$ cat config.mk
export PLATFORM = sky130hd
export DESIGN_NAME = status_reg_legalizer
export DESIGN_NICKNAME = d
export VERILOG_FILES = /design/src/rtl/sreg_pkg.sv /design/src/rtl/sreg_sup_merge.sv /design/src/rtl/sreg_legalize.sv /design/src/rtl/sreg_eff_priv.sv /design/src/rtl/status_reg_legalizer.sv
export SDC_FILE = /design/constraint.sdc
export NUM_CORES = 1
export LEC_CHECK = 0
export BUFFER_PORTS_ARGS = -buffer_cell sky130_fd_sc_hd__buf_2
export CORE_AREA = 2 2 79 81
export CTS_BUF_LIST = sky130_fd_sc_hd__clkbuf_8 sky130_fd_sc_hd__clkbuf_16
export DETAILED_ROUTE_END_ITERATION = 8
export DIE_AREA = 0 0 81 83
export PLACE_DENSITY_LB_ADDON = 0.15
export SLEW_MARGIN = 15
export SYNTH_ARGS = -nofsm -noshare
export SYNTH_HDL_FRONTEND = slang
export SYNTH_SLANG_ARGS = --single-unit
$ cat constraint.sdc
create_clock -name clk -period 2.41 [get_ports clk]
set_input_delay 0.1205 -clock clk [delete_from_list [all_inputs] [get_ports clk]]
set_output_delay 0.1205 -clock clk [all_outputs]
set_load 0.02 [all_outputs]
$ cat src/rtl/sreg_pkg.sv
package sreg_pkg;

   // Field positions; these are architectural and decoded by neighbours.
   localparam int unsigned POS_UIE    = 0;
   localparam int unsigned POS_SIE    = 1;
   localparam int unsigned POS_MIE    = 3;
   localparam int unsigned POS_UPIE   = 4;
   localparam int unsigned POS_SPIE   = 5;
   localparam int unsigned POS_MPIE   = 7;
   localparam int unsigned POS_SPP    = 8;
   localparam int unsigned POS_VS_LO  = 9;
   localparam int unsigned POS_MPP_LO = 11;
   localparam int unsigned POS_FS_LO  = 13;
   localparam int unsigned POS_XS_LO  = 15;
   localparam int unsigned POS_MPRV   = 17;
   localparam int unsigned POS_SUM    = 18;
   localparam int unsigned POS_MXR    = 19;
   localparam int unsigned POS_UXL_LO = 32;
   localparam int unsigned POS_SXL_LO = 34;
   localparam int unsigned POS_BE_LO  = 36;

   localparam logic [1:0] CTX_OFF   = 2'b00;
   localparam logic [1:0] CTX_DIRTY = 2'b11;

   typedef enum logic [1:0] {
      PRIV_USER  = 2'b00,
      PRIV_SUPER = 2'b01,
      PRIV_MACH  = 2'b11
   } priv_e;

   // Bits a machine write may carry into storage.
   function automatic logic [63:0] mach_keep_mask();
      logic [63:0] m;
      m = '0;
      for (int i = 7; i <= 22; i++) m[i] = 1'b1;
      for (int i = 3; i <= 5; i++)  m[i] = 1'b1;
      m[1] = 1'b1;
      m[0] = 1'b1;
      return m;
   endfunction

   // Bits a supervisor-alias write may replace.
   function automatic logic [63:0] sup_write_mask();
      logic [63:0] m;
      m = '0;
      m[POS_MXR]  = 1'b1;
      m[POS_SUM]  = 1'b1;
      m[POS_XS_LO +: 2] = 2'b11;
      m[POS_FS_LO +: 2] = 2'b11;
      m[POS_VS_LO +: 2] = 2'b11;
      m[POS_SPP]  = 1'b1;
      m[POS_SPIE] = 1'b1;
      m[POS_UPIE] = 1'b1;
      m[POS_SIE]  = 1'b1;
      m[POS_UIE]  = 1'b1;
      return m;
   endfunction

   // Bits visible through the supervisor read view.
   function automatic logic [63:0] sup_view_mask(int unsigned xlen);
      logic [63:0] m;
      m = sup_write_mask();
      m[xlen-1] = 1'b1;
      if (xlen == 64) m[POS_UXL_LO +: 2] = 2'b11;
      return m;
   endfunction

   // All bits that may ever read as one.
   function automatic logic [63:0] live_mask(int unsigned xlen);
      logic [63:0] m;
      m = mach_keep_mask();
      m[xlen-1] = 1'b1;
      if (xlen == 64) begin
         m[POS_UXL_LO +: 2] = 2'b11;
         m[POS_SXL_LO +: 2] = 2'b11;
      end
      return m;
   endfunction

   function automatic logic [63:0] reset_value(int unsigned xlen, logic [1:0] xl);
      logic [63:0] m;
      m = '0;
      if (xlen == 64) begin
         m[POS_UXL_LO +: 2] = xl;
         m[POS_SXL_LO +: 2] = xl;
      end
      return m;
   endfunction

endpackage

$ cat src/rtl/sreg_sup_merge.sv
module sreg_sup_merge
   import sreg_pkg::*;
#(
   parameter int unsigned XLEN = 64
) (
   input  logic [XLEN-1:0] old_val,
   input  logic [XLEN-1:0] wr_val,
   output logic [XLEN-1:0] merged_val
);
   localparam logic [63:0]     WMASK_FULL = sup_write_mask();
   localparam logic [XLEN-1:0] WMASK      = WMASK_FULL[XLEN-1:0];

   // Lift: alias-visible writable fields come from the write, the rest stays.
   always_comb begin
      merged_val = (old_val & ~WMASK) | (wr_val & WMASK);
   end
endmodule

$ cat src/rtl/sreg_legalize.sv
module sreg_legalize
   import sreg_pkg::*;
#(
   parameter int unsigned XLEN = 64
) (
   input  logic [XLEN-1:0] old_val,
   input  logic [XLEN-1:0] cand_val,
   input  logic            cfg_user_mode,
   input  logic            cfg_user_intr,
   input  logic            cfg_fp_in_int,
   output logic [XLEN-1:0] legal_val
);
   localparam logic [63:0]     KEEP_FULL = mach_keep_mask();
   localparam logic [XLEN-1:0] KEEP      = KEEP_FULL[XLEN-1:0];

   logic [XLEN-1:0] base;
   logic            dirty;

   always_comb begin
      base = cand_val & KEEP;
      base[POS_XS_LO +: 2] = CTX_OFF;
      if (cfg_fp_in_int) base[POS_FS_LO +: 2] = CTX_OFF;
      if (!cfg_user_intr) begin
         base[POS_UPIE] = 1'b0;
         base[POS_UIE]  = 1'b0;
      end
      if (!cfg_user_mode) base[POS_MPRV] = 1'b0;
   end

   always_comb begin
      dirty = (base[POS_FS_LO +: 2] == CTX_DIRTY) ||
              (base[POS_XS_LO +: 2] == CTX_DIRTY) ||
              (base[POS_VS_LO +: 2] == CTX_DIRTY);
   end

   generate
      if (XLEN == 64) begin : g_wide
         always_comb begin
            legal_val = base;
            legal_val[POS_UXL_LO +: 2] = old_val[POS_UXL_LO +: 2];
            legal_val[POS_SXL_LO +: 2] = old_val[POS_SXL_LO +: 2];
            legal_val[POS_BE_LO  +: 2] = 2'b00;
            legal_val[XLEN-1]          = dirty;
         end
      end else begin : g_narrow
         always_comb begin
            legal_val = {dirty, base[XLEN-2:0]};
         end
      end
   endgenerate
endmodule

$ cat src/rtl/sreg_eff_priv.sv
module sreg_eff_priv
   import sreg_pkg::*;
(
   input  logic       mprv,
   input  logic [1:0] mpp,
   input  logic [1:0] cur_priv,
   input  logic       is_fetch,
   output logic [1:0] eff_priv
);
   priv_e sel;

   always_comb begin
      if (mprv && !is_fetch) sel = priv_e'(mpp);
      else                   sel = priv_e'(cur_priv);
      eff_priv = sel;
   end
endmodule

$ cat src/rtl/status_reg_legalizer.sv
module status_reg_legalizer
   import sreg_pkg::*;
#(
   parameter int unsigned XLEN     = 64,
   parameter logic [1:0]  RESET_XL = 2'b10
) (
   input  logic            clk,
   input  logic            rst_n,
   input  logic            cfg_user_mode,
   input  logic            cfg_user_intr,
   input  logic            cfg_fp_in_int,
   input  logic            m_wr_en,
   input  logic            s_wr_en,
   input  logic [XLEN-1:0] wr_data,
   input  logic [1:0]      cur_priv,
   input  logic            access_is_fetch,
   output logic [XLEN-1:0] m_rdata,
   output logic [XLEN-1:0] s_rdata,
   output logic [1:0]      eff_priv
);
   generate
      if (!(XLEN == 32 || XLEN == 64)) begin : g_bad_xlen
         $error("status_reg_legalizer: XLEN must be 32 or 64");
      end
   endgenerate

   localparam logic [63:0]     RST_FULL   = reset_value(XLEN, RESET_XL);
   localparam logic [XLEN-1:0] RST_VAL    = RST_FULL[XLEN-1:0];
   localparam logic [63:0]     SVIEW_FULL = sup_view_mask(XLEN);
   localparam logic [XLEN-1:0] SVIEW      = SVIEW_FULL[XLEN-1:0];
   localparam logic [63:0]     LIVE_FULL  = live_mask(XLEN);
   localparam logic [XLEN-1:0] LIVE       = LIVE_FULL[XLEN-1:0];

   logic [XLEN-1:0] stat_q;
   logic [XLEN-1:0] merged;
   logic [XLEN-1:0] cand;
   logic [XLEN-1:0] legal_next;
   logic            any_wr;

   sreg_sup_merge #(.XLEN(XLEN)) u_merge (
      .old_val    (stat_q),
      .wr_val     (wr_data),
      .merged_val (merged)
   );

   // Machine write wins over the alias.
   always_comb begin
      cand   = m_wr_en ? wr_data : merged;
      any_wr = m_wr_en | s_wr_en;
   end

   sreg_legalize #(.XLEN(XLEN)) u_legal (
      .old_val       (stat_q),
      .cand_val      (cand),
      .cfg_user_mode (cfg_user_mode),
      .cfg_user_intr (cfg_user_intr),
      .cfg_fp_in_int (cfg_fp_in_int),
      .legal_val     (legal_next)
   );

   always_ff @(posedge clk or negedge rst_n) begin
      if (!rst_n)      stat_q <= RST_VAL;
      else if (any_wr) stat_q <= legal_next;
   end

   sreg_eff_priv u_eff (
      .mprv     (stat_q[POS_MPRV]),
      .mpp      (stat_q[POS_MPP_LO +: 2]),
      .cur_priv (cur_priv),
      .is_fetch (access_is_fetch),
      .eff_priv (eff_priv)
   );

   always_comb begin
      m_rdata = stat_q;
      s_rdata = stat_q & SVIEW;
   end

   // ---------------- assertions ----------------
   AST_RSVD_ZERO: assert property (@(posedge clk) disable iff (!rst_n)
      (m_rdata & ~LIVE) == '0);
   AST_XS_OFF: assert property (@(posedge clk) disable iff (!rst_n)
      m_rdata[POS_XS_LO +: 2] == CTX_OFF);
   AST_FS_OFF: assert property (@(posedge clk) disable iff (!rst_n)
      (any_wr && cfg_fp_in_int) |=> m_rdata[POS_FS_LO +: 2] == CTX_OFF);
   AST_SD_SUMMARY: assert property (@(posedge clk) disable iff (!rst_n)
      m_rdata[XLEN-1] == ((m_rdata[POS_FS_LO +: 2] == CTX_DIRTY) ||
                          (m_rdata[POS_XS_LO +: 2] == CTX_DIRTY) ||
                          (m_rdata[POS_VS_LO +: 2] == CTX_DIRTY)));
   AST_UINT_ZERO: assert property (@(posedge clk) disable iff (!rst_n)
      (any_wr && !cfg_user_intr) |=> (!m_rdata[POS_UPIE] && !m_rdata[POS_UIE]));
   AST_MPRV_ZERO: assert property (@(posedge clk) disable iff (!rst_n)
      (any_wr && !cfg_user_mode) |=> !m_rdata[POS_MPRV]);
   AST_SVIEW_MASK: assert property (@(posedge clk) disable iff (!rst_n)
      (s_rdata & ~SVIEW) == '0);
   AST_SWR_KEEP: assert property (@(posedge clk) disable iff (!rst_n)
      (s_wr_en && !m_wr_en) |=> $stable({m_rdata[22:20], m_rdata[POS_MPP_LO +: 2],
                                         m_rdata[POS_MPIE], m_rdata[POS_MIE]}));
   AST_FETCH_PRIV: assert property (@(posedge clk) disable iff (!rst_n)
      access_is_fetch |-> eff_priv == cur_priv);
   AST_IDLE_HOLD: assert property (@(posedge clk) disable iff (!rst_n)
      !any_wr |=> $stable(m_rdata));

   generate
      if (XLEN == 64) begin : g_xl_chk
         AST_XL_HOLD: assert property (@(posedge clk) disable iff (!rst_n)
            $stable(m_rdata[POS_SXL_LO+1:POS_UXL_LO]));
      end
   endgenerate
endmodule

* Yosys cells after proc, flatten, opt, wreduce, memory -nomap -nowiden
Cells that the tools add are included.
** Word-level totals
- Register bits after elaboration :: 20
- Input port bits :: 74
- Output and inout port bits :: 130
- Logic and storage cells :: 14
** Operators by class
- Equality and inequality tests :: 2
- Muxes and demuxes :: 6
- Bitwise operators :: 2
- Reduce and logical (&&, ||, !) cells :: 3
** Operators with widths (count)
- 2-to-1 mux 23 bit :: 1
- OR 23 x 20 -> 23 bit :: 1
- == test 2 bit, second input constant :: 2
- 2-to-1 mux 2 bit :: 2
- 2-to-1 mux 1 bit :: 3
- logical AND 1 bit :: 1
- logical NOT 1 bit :: 1
- logical OR 1 bit :: 1
- OR 1 bit :: 1

* Longest topological paths before layout
- Word-level depth :: 5
- Gate-level depth with buffers :: 3
- Gate-level depth less buffers :: 2

* By module
From an unflattened synthesis, not the netlist that was laid out.
** Unflattened totals
- Cells, all modules :: 404
- Area, all modules :: 5009.8 um2
** By module, submodules not included
- status_reg_legalizer :: instances 1, cells an instance 271, area each 3988.8 um2, sequential area each 1604.0 um2
- sreg_legalize :: instances 1, cells an instance 66, area each 496.7 um2, sequential area each 0.0 um2
- sreg_sup_merge :: instances 1, cells an instance 64, area each 480.5 um2, sequential area each 0.0 um2
- sreg_eff_priv :: instances 1, cells an instance 3, area each 43.8 um2, sequential area each 0.0 um2

* Worst setup path before layout
No wires, ideal clock.
- Kind :: register to output
- Start :: register stat_q[17], in the netlist m_rdata[17]
- End :: output eff_priv[0]
- Data arrival time :: 0.850 ns
- Data required time :: 2.289 ns
- Setup slack :: 1.439 ns
- Cell stages (with the launch flop) :: 3
- Path buffers :: 0
- Cell sequence :: dfrtp_1 nand2b_1 mux2_2
** Between the ends
- Cells in the longest elaborated chain, start to end :: 2
** RTL lines
- start: declaration :: RTL line status_reg_legalizer.sv:34 : logic [XLEN-1:0] stat_q;
- start signal: assignment :: RTL line status_reg_legalizer.sv:63 : else if (any_wr) stat_q <= legal_next;
- logical AND 1 bit :: RTL line sreg_eff_priv.sv:13 : if (mprv && !is_fetch) sel = priv_e'(mpp);
- 2-to-1 mux 2 bit :: RTL line sreg_eff_priv.sv:13
- end: declaration :: RTL line status_reg_legalizer.sv:19 : output logic [1:0] eff_priv
Every way passes these cells.

* Final worst setup path
- Start :: register stat_q[17], in the netlist m_rdata[17]
- End :: output eff_priv[1]
Same word-level chain as after synthesis.

==> flow_summary.json <==
{
  "drc": 0,
  "dieArea_sq_um": 6720,
  "cts_resized": 0,
  "ys_types": 20,
  "root_buffer": "clkbuf_8",
  "startpoint_type": "flop",
  "clock.fmax_mhz": 722,
  "grt_pass1_vias": 758,
  "via_per_inst": 3.21,
  "wire_per_inst_um": 9.29,
  "critPathMaxStageDelay_ps": 400,
  "grt_pass1_wl_um": 3790,
  "p_int_w": 0.000596,
  "startpoint": "m_rdata[17]",
  "cap_violations": 0,
  "antenna_found_initial": 0,
  "rsz0062_at_grt": "false",
  "design.core.area_sq_um": 5820,
  "timing.setup.tns_ps": 0,
  "grt_use_total_pct": 7.30,
  "r2r_cells": 1,
  "power-per-cell-area_nw_per_um2": 589,
  "hold_viol_final": 0,
  "design_area_sq_um": 1670,
  "yosysMostFrequentCell": "buf_4",
  "synthTopCellsByArea": "buf_4 49%, dfrtp_1 30%, mux2_2 7.4%",
  "syn_inst": 170,
  "die_x_um": 81,
  "fin_nets": 295,
  "cp_data_required_time_ps": 2290,
  "rrSetupSlack_ps": 1630,
  "p_comb_share_pct": 34.0,
  "grt-ovfl-total": 0,
  "finalClockSkew_ps": 0,
  "gp_congestion": 0.599,
  "vias": 946,
  "slew_violations": 0,
  "r2r-end": "m_rdata[13]",
  "cts.sinks": 20,
  "multiInputGateArea_sq_um": 684,
  "p_leak_nw": 0.976,
  "pin_count": 204,
  "htree_levels": 1,
  "ys_warn_count": 0,
  "clockPowerShare_pct": 26.9,
  "largest_reg_flops": 20,
  "fp-row-count": 28,
  "dp_hpwl_um": 2260,
  "syn_avg_cell_area_sq_um": 9.87,
  "cp.depth": 3,
  "dpl_cell_area_sq_um": 1600,
  "yosysTopAreaCellShare_pct": 48.8,
  "drt-pass1-iter-count": 2,
  "setup_viol": 0,
  "setup_ws_ps": 1020,
  "p_switching_w": 0.000385,
  "outcome": "complete, no violations",
  "path_buf_inv": 1,
  "rr_startpoint": "m_rdata[13]",
  "worstPathMaxFanout": 3,
  "path_cells": "nand2b_1 > mux2_2 > buf_2",
  "clk_pin_slew_worst_paths_ps": 80,
  "ys.flop_type": "dfrtp_1",
  "yosys.area.top_type": "buf_4",
  "diodes": 0,
  "swShare_pct": 39.2,
  "seq_power_share_pct": 39.1,
  "synth_common_cells": "109 x buf_4, 20 x dfrtp_1, 11 x mux2_2",
  "cts_tree": "done",
  "hold_path.startpoint": "wr_data[11]",
  "ir_drop_v": 0.000224,
  "portBuffers": 62,
  "fill_cells": 652,
  "period_share_pct": 57.5,
  "yosysSeqAreaShare_pct": 29.8,
  "synth_edf_count": 0,
  "synth_area_sq_um": 1680,
  "routed_wl_um": 2740,
  "hold_path_end": "m_rdata[11]",
  "final_cells": 295,
  "end_kind": "output pin",
  "slew_headroom_pct": 57.9,
  "drive_above_1_share_pct": 38.2,
  "drtAntennaViolNets": 0,
  "clock_path_buffers": 2,
  "die_h_um": 83,
  "clock_latency_ps": 260,
  "grt_max_degree": 21,
  "cts_made_buffers": 3,
  "synthToLayoutAreaGrowth_pct": -0.746,
  "pre_cts_ws_ps": 959,
  "finalCriticalPeriod_ps": 1390,
  "crit_slowest_cell": "dfrtp_1",
  "crit_type": "reg -> out",
  "hold_path_class": "in -> reg",
  "drt-initial-drc-count": 4,
  "start_util_pct": 28.9,
  "synth_seq_cells": 20,
  "crit_arrival_ps": 1260,
  "whs_path_depth": 2,
  "tightest_slew_ps": 631,
  "critPathTopFamily": "flip-flops",
  "async_reset_ff_share_pct": 100,
  "dp.cells": 290,
  "seqCellArea_sq_um": 500
}
==> stage by stage <==
stage	util, %	total power [W]	hold WS (ps)
2_1_floorplan	-	0.000779	-175
3_3_place_gp	27.5	0.000725	119
6_report	28.6	0.000981	85.1
3_5_place_dp	27.5	0.000724	122
5_1_grt	28.6	0.00105	72.2
4_1_cts	28.6	0.00100	74.7
==> cells in the final DEF (no fill, tap or decap), types with 2 or more instances in the layout <==
cell	count
conb_1	96
buf_2	62
dfrtp_1	20
mux2_2	11
mux2_4	7
clkbuf_8	4
inv_1	3
nor2b_1	3
o211ai_1	2
o21ai_0	2
==> how the worst max path moves through the flow <==
| stage | slack (ps) | endpoint |
|---|---|---|
| 3_5_place_dp | 960 | m_rdata[1] |
| 4_1_cts | 1000 | eff_priv[1] |
| 6_report | 1020 | eff_priv[1] |
| 5_1_grt | 950 | eff_priv[1] |
| 2_1_floorplan | 1440 | eff_priv[0] |
| 3_3_place_gp | 940 | m_rdata[1] |
==> area by class of cell <==
type / instances / area share (%)
Multi-Input combinational cell: 130 / 41.1
Sequential cell: 20 / 30.1
Timing Repair Buffer: 63 / 19.2
Tap cell: 75 / 5.63
Clock buffer: 4 / 3.31
Inverter: 3 / 0.676
==> what timing repair did <==
| item | CTS | global route |
|---|---|---|
| buffers inserted | 0 | 0 |
| hold buffers | 1 | 0 |
| endpoints found under the hold margin | 20 | 0 |
==> power by group through the flow <==
stage / logic (W) / registers [W] / clock network (W)
6_report: 0.000334 / 0.000383 / 0.000264
3_5_place_dp: 0.000333 / 0.000391 / 0
4_1_cts: 0.000335 / 0.000385 / 0.000284
3_3_place_gp: 0.000334 / 0.000391 / 0
2_1_floorplan: 0.000354 / 0.000426 / 0
5_1_grt: 0.000359 / 0.000389 / 0.000298
==> cell families after synthesis <==
group | synth area share [%]
buffers and inverters | 50.4
flip-flops | 29.8
multiplexers | 13.6
AND/OR/NAND/NOR | 3.36
AO/OA/AOI/OAI | 2.31
other | 0.448
==> routing by layer <==
metal  track usage, %  up-vias  share of wire [%]
met4            0.924        0               0.22
met5                0        -                  0
li1                 -      434                  -
met2             12.2       75                 53
met3             3.15        2                 12
met1             8.89      435                 35
Note: power is estimated with default switching activity, not from simulation.
